--- config.mk ---
export PLATFORM = sky130hd
export DESIGN_NAME = pbus_latch
export DESIGN_NICKNAME = d
export VERILOG_FILES = /design/src/rtl/pbus_latch.sv
export SDC_FILE = /design/constraint.sdc
export NUM_CORES = 1
export LEC_CHECK = 0
export CORE_ASPECT_RATIO = 0.75
export CORE_UTILIZATION = 58
export DETAILED_ROUTE_END_ITERATION = 8
export DONT_BUFFER_PORTS = 1
export GPL_TIMING_DRIVEN = 1
export HOLD_SLACK_MARGIN = 0.03
export PLACE_DENSITY = 0.82
export SYNTH_ARGS = -nofsm -noshare
export SYNTH_HDL_FRONTEND = slang
export SYNTH_SLANG_ARGS = --single-unit
--- constraint.sdc ---
create_clock -name clk -period 2.2 [get_ports clk]
set_input_delay 0.11 -clock clk [delete_from_list [all_inputs] [get_ports clk]]
set_output_delay 0.11 -clock clk [all_outputs]
set_load 0.05 [all_outputs]
--- src/rtl/pbus_latch.sv ---
module pbus_latch #(
  parameter int          DONE_CYCLES = 100,
  parameter logic [31:0] DEBUG_ADDR  = 32'h0500_0020
) (
  input  logic        clk,
  input  logic        rst_n,
  input  logic        req_valid,
  input  logic        req_write,
  input  logic [1:0]  req_size,
  input  logic [31:0] req_addr,
  input  logic [63:0] req_wdata,
  output logic        bus_fwd,
  output logic        busy,
  output logic        stall,
  output logic        lat_hit,
  output logic [63:0] lat_rdata,
  output logic [31:0] latch_q
);
  localparam int TW = $clog2(DONE_CYCLES + 1);

  logic [TW-1:0] timer_q, stall_q;
  logic [31:0]   latch_r, packed_w;

  wire wr_req   = req_valid & req_write;
  wire rd_req   = req_valid & ~req_write;
  wire accept   = wr_req & ~busy;
  wire cancel   = rd_req & busy;
  wire dbg_pass = wr_req & (req_size == 2'd0) & (req_addr == DEBUG_ADDR);

  assign busy    = timer_q != '0;
  assign stall   = stall_q != '0;
  assign lat_hit = cancel;
  assign bus_fwd = req_valid & (~busy | dbg_pass);
  assign latch_q = latch_r;

  always_comb begin
    case (req_size)
      2'd0:    packed_w = req_addr[0] ? {8'h0, req_wdata[7:0], 16'h0} : {req_wdata[7:0], 24'h0};
      2'd1:    packed_w = {req_wdata[15:0], 16'h0};
      2'd2:    packed_w = req_wdata[31:0];
      default: packed_w = req_wdata[63:32];
    endcase
  end

  always_comb begin
    lat_rdata = '0;
    if (cancel) begin
      case (req_size)
        2'd0:    lat_rdata = {56'h0, latch_r[31:24]};
        2'd1:    lat_rdata = {48'h0, latch_r[31:16]};
        2'd2:    lat_rdata = {32'h0, latch_r};
        default: lat_rdata = {latch_r, 32'h0};
      endcase
    end
  end

  always_ff @(posedge clk) begin
    if (!rst_n) begin
      timer_q <= '0;
      latch_r <= '0;
    end else if (accept) begin
      timer_q <= TW'(DONE_CYCLES);
      latch_r <= packed_w;
    end else if (cancel) begin
      timer_q <= '0;
    end else if (busy) begin
      timer_q <= timer_q - 1'b1;
    end
  end

  always_ff @(posedge clk) begin
    if (!rst_n)       stall_q <= '0;
    else if (cancel)  stall_q <= timer_q;
    else if (stall)   stall_q <= stall_q - 1'b1;
  end

  a_r2_accept_busy: assert property (@(posedge clk) disable iff (!rst_n)
    accept |=> busy);
  a_r3_drop_keeps_latch: assert property (@(posedge clk) disable iff (!rst_n)
    (wr_req && busy) |=> $stable(latch_q));
  a_r3_drop_not_forwarded: assert property (@(posedge clk) disable iff (!rst_n)
    (wr_req && busy && !dbg_pass) |-> !bus_fwd);
  a_r5_hit_clears_busy: assert property (@(posedge clk) disable iff (!rst_n)
    lat_hit |=> !busy);
  a_r5_hit_not_forwarded: assert property (@(posedge clk) disable iff (!rst_n)
    lat_hit |-> !bus_fwd);
  a_r6_stall_counts_down: assert property (@(posedge clk) disable iff (!rst_n)
    (stall && !cancel) |=> (stall_q == $past(stall_q) - 1'b1));
  a_r8_expiry_keeps_latch: assert property (@(posedge clk) disable iff (!rst_n)
    (timer_q == TW'(1) && !req_valid) |=> (!busy && $stable(latch_q)));
  a_r9_idle_read_forwarded: assert property (@(posedge clk) disable iff (!rst_n)
    (rd_req && !busy) |-> (bus_fwd && !lat_hit));
endmodule

# [Word level (Yosys, flattened, before mapping)]
# Index checks and enable logic that the tools add are counted.
[totals] ff_bits=46 output_inout_bits=100
[op_classes] addsub=2 n_eq_ne=3 mux=9 bitwise_logic=11 reduce_logical=6
[op_table] op="$pmux 64 s3" count=1
[op_table] op="$pmux 32 s3" count=1
[op_table] op="$mux 64" count=1
[op_table] op="$mux 7" count=5
[op_table] op="$eq 32x27->1 const B" count=1
[op_table] op="$mux 32" count=1
[op_table] op="$reduce_bool 7->1" count=2
[op_table] op="$sub 7x1->7 const B" count=2
[op_table] op="$and 1x1->1" count=7
[op_table] op="$not 1->1" count=3
[op_table] op="$reduce_bool 3->1" count=1
[op_table] op="$reduce_or 3->1" count=1
[op_table] op="$eq 2x1->1 const B" count=1
[op_table] op="$eq 2x2->1 const B" count=1
[op_table] op="$logic_not 2->1" count=1
[op_table] op="$reduce_bool 2->1" count=1
[op_table] op="$or 1x1->1" count=1

# [Depth between registers and ports, before layout]
[depth] depth_word=5 depth_mapped=9 ltp_nobuf=7

# [Worst setup path before layout]
# No wires, ideal clock.
[synth_path] path_kind="reg-to-output" start="reg timer_q[0]" end="out lat_rdata[23]" arrival_time_ps=2283 required_ps=2090 slack_ps=-193 path_stages_with_launch=9 path_buffers=2 cell_sequence="dfxtp_1 inv_1 ha_1 or4b_1 buf_2 o31ai_4 inv_2 clkbuf_1 and3_1"
[synth_between] elab_chain_len=3
[synth_rtl] element="start: declaration" line_no="21" text="logic [TW-1:0] timer_q, stall_q;"
[synth_rtl] element="start signal: assignment" line_no="62" text="timer_q <= TW'(DONE_CYCLES);"
[synth_rtl] element="start signal: assignment" line_no="67" text="timer_q <= timer_q - 1'b1;"
[synth_rtl] element="$reduce_bool 7->1" line_no="30" text="assign busy = timer_q != '0;"
[synth_rtl] element="$and 1x1->1" line_no="27" text="wire cancel = rd_req & busy;"
[synth_rtl] element="net lat_hit" line_no="15" text="output logic lat_hit,"
[synth_rtl] element="$mux 64" line_no="47" text="if (cancel) begin"
[synth_rtl] element="end: declaration" line_no="16" text="output logic [63:0] lat_rdata,"
# The timed path passes the listed nets, and every way through them passes these cells.

# [Worst setup path after layout]
[layout_path] start="reg timer_q[0]" end="out lat_rdata[54]"
[layout_between] elab_chain_len=3
[layout_rtl] element="$reduce_bool 7->1" line_no="30"
[layout_rtl] element="$and 1x1->1" line_no="27"
[layout_rtl] element="$mux 64" line_no="47"
# No other way between the ends.

==> metrics.md <==
| Metric | Value |
|---|---|
| Outcome | finished, violations left |
| Failing checks | setup timing |
| CP max stage cell | or4b_4 |
| Syn_nets | 529 |
| Cells after Synth | 424 |
| Residual overflow from global routing | 0 |
| Startpoint types | flop |
| Area delta synth->final | 26.7% |
| Routability Congestion | 0.929 |
| Vias in the first global route | 3265 |
| Cell row count | 23 |
| Avg Inst Size Synth | 7.68 um^2 |
| EDFF count, synth | 0 |
| CTS tree | yes |
| Power per Cell Area | 1030 nW/um^2 |
| CTS Root Buffer Type | clkbuf_8 |
| Crit-path max FO | 25 |
| DRC | 0 |
| Final core occ | 76.7% |
| Yosys reg bits | 46 |
| Hold WC Path Type | input pin to flop |
| Most frequent cells in the layout | buf_4, nand2_1, dfxtp_1 |
| Worst EP arrival | 2.25 ns |
| Worst slew pin tran | 1.18 ns |
| Wire per inst | 21.9 um |
| Boundary pin count | 202 |
| Worst Slack Setup Final | -0.158 ns |
| Die footprint | 5920 um^2 |
| Clk sinks | 46 |
| Fin cells | 540 |
| Synth Warn # | 0 |
| Drt via density | 6.80 |
| DP HPWL | 8110 um |
| Placed Cells | 518 |
| Mapped Area | 3260 um^2 |
| Routed wire length | 11800 um |
| Maximum clock frequency | 0.424 GHz |
| Post-layout power | 4.27 mW |
| Hold Worst Slack | 0.0509 ns |
| Post-route ant nets | 0 |
| Async set-or-reset flop fraction in the synthesized netlist | 0% |
| Relative slew slack | 21.2% |
| Sequential area share after synthesis | 28.3% |
| Clock Latency Late Sink | 0.31 ns |
| GR Util All Layers | 39.0% |
| Min cycle time layout | 2.36 ns |
| Post-synthesis cell type count | 43 |
| Final slew viol count | 0 |
| Worst setup EP type | output port |
| Critical path's top delay family | simple AND/OR/NAND/NOR gates |
| Hold Fails Final Rpt | 0 |
| Die width | 88.5 um |
| CP dominant cell by count | inv_2 |
| Layout cell share with drive strength beyond 1 | 35.8% |
| Period utilization | 107% |
| Reg2Reg Launch Point | timer_q[0]$_SDFFE_PP0N_ |
| Leading cell type in the layout, fill and taps excluded | buf_4 |
| First-pass GRT wire length | 17100 um |
| Critical path class | flop to output port |
| Max clock buf depth | 2 |
| Hold path start | req_size[1] |
| Maximum Capacitance Violations | 0 |
| Most used flip-flop cell after synthesis | dfxtp_1 |
| Chip height | 66.9 um |
| RSZ-0062 raised after global routing | yes |
| Largest stage delay, worst path | 0.49 ns |
| Inserted Clock Buffers | 5 |
| CTS clk-pin slew, worst paths | 0.09 ns |
| Core Area | 5380 um^2 |
| Starting Density | 60.5% |
| Drt first pass iters | 6 |
| H-tree levels | 2 |
| I/O Buffers | 0 |
| Largest net degree at the start of global routing | 52 |
| DR iter-0 viols | 434 |
| Critical path required time | 2.09 ns |
| Worst slack, placed | -0.00123 ns |
| Leakage | 1.61 nW |
| Vias | 3670 |
| VDD IR max | 659 uV |
| Setup violators final | 66 |
| Buf+Inv Stages, Crit Path | 3 |
| Initial antenna violation count | 1 |
| Worst-path cell chain | inv_2 > ha_4 > or4b_4 > o31ai_4 > inv_2 > and3_4 > buf_12 > and2_4 |
| Critical path startpoint | timer_q[0]$_SDFFE_PP0N_ |
| Layout Skew | 0.00469 ns |
| Number of nets in the layout | 568 |
==> per-layer routing <==
layer  vias up  GRT usage, %  wire [um]  share of wire [%]
met5         -             0          0                  0
met4         0          21.2        547                4.6
met3        63          8.55       1400                 12
met2       302          64.3       5580                 47
met1      1726          47.3       4270                 36
li1       1579             -          -                  -
==> layout make-up <==
class                           instances  area [um^2]
Clock buffer                            6         82.6
Sequential cell                        46          923
Inverter                                7         26.3
Fill cell                             372         1250
Timing Repair Buffer                   69          632
Clock inverter                          2         12.5
Multi-Input combinational cell        334         2350
Antenna cell                            1         2.50
Tap cell                               75         93.8
==> cell usage after synthesis (2+ instances only) <==
cell type / number / share of area, %
a221o_1: 7 / 2.2
nor3b_1: 9 / 2.1
nand3_1: 28 / 4.3
nor2b_1: 4 / 0.77
or4_1: 2 / 0.46
buf_1: 4 / 0.46
mux2i_1: 16 / 4.9
and2_1: 32 / 6.1
o22ai_1: 4 / 0.77
a21oi_1: 29 / 4.5
nand2b_1: 3 / 0.58
and3_1: 17 / 3.3
xor2_1: 4 / 1.1
a211oi_1: 4 / 0.92
ha_1: 3 / 1.2
a211oi_2: 4 / 1.5
mux2_2: 25 / 8.6
nor3_1: 13 / 2.0
xnor2_1: 5 / 1.3
buf_6: 2 / 0.69
nand4_1: 9 / 1.7
dfxtp_1: 46 / 28
a22oi_1: 8 / 1.8
buf_2: 6 / 0.92
nor4_1: 4 / 0.77
nand2_1: 48 / 5.5
o21ai_0: 6 / 0.92
nor2_1: 39 / 4.5
inv_1: 6 / 0.69
clkbuf_1: 24 / 2.8
==> final timing paths <==
path / endpoint / slack [ns] / cells past startpoint
worst max-delay path: lat_rdata[54] / -0.16 / 8
worst min-delay path: latch_q[20]$_SDFFE_PN0P_ / 0.05 / 2
worst max register to register: latch_q[19]$_SDFFE_PN0P_ / 0.08 / 7
worst min register to register: latch_q[15]$_SDFFE_PN0P_ / 0.48 / 2
==> kinds of logic after synthesis <==
family	synth area share, %
xor+xnor	2.42
mux	14.2
fa+ha+maj	1.15
compound gates	14.1
simple gates	33.9
buf+inv	5.88
flops	28.3
==> where the power goes <==
group | leakage, nW | switching (mW) | total [mW] | internal (mW)
sequential | 0.375 | 0.251 | 1.28 | 1.02
combinational | 1.19 | 1.46 | 2.43 | 0.968
clock | 0.0472 | 0.309 | 0.562 | 0.253
==> sequential cells by signal, indices dropped and copies added (netlist names) <==
signal   flops
latch_q     32
timer_q      7
stall_q      7
==> timing repair <==
item | CTS | global route
hold buffers | 5 | 0
gates cloned | 0 | 2
endpoints found under the setup margin | 68 | 68
buffers inserted | 4 | 2
pin swaps | 5 | 3
gates resized for setup | 57 | 13
endpoints found under the hold margin | 40 | 0
==> metrics by stage <==
step | instance area (um^2) | setup TNS [ns]
final | 4130 | -7.93
after global routing | 4130 | -10.56
after CTS | 4010 | -5.09
after detailed placement | 3720 | -0.00123
after global placement | 3720 | 0
after floorplan | 3320 | -1.20
Power figures use the tool's default switching activity.
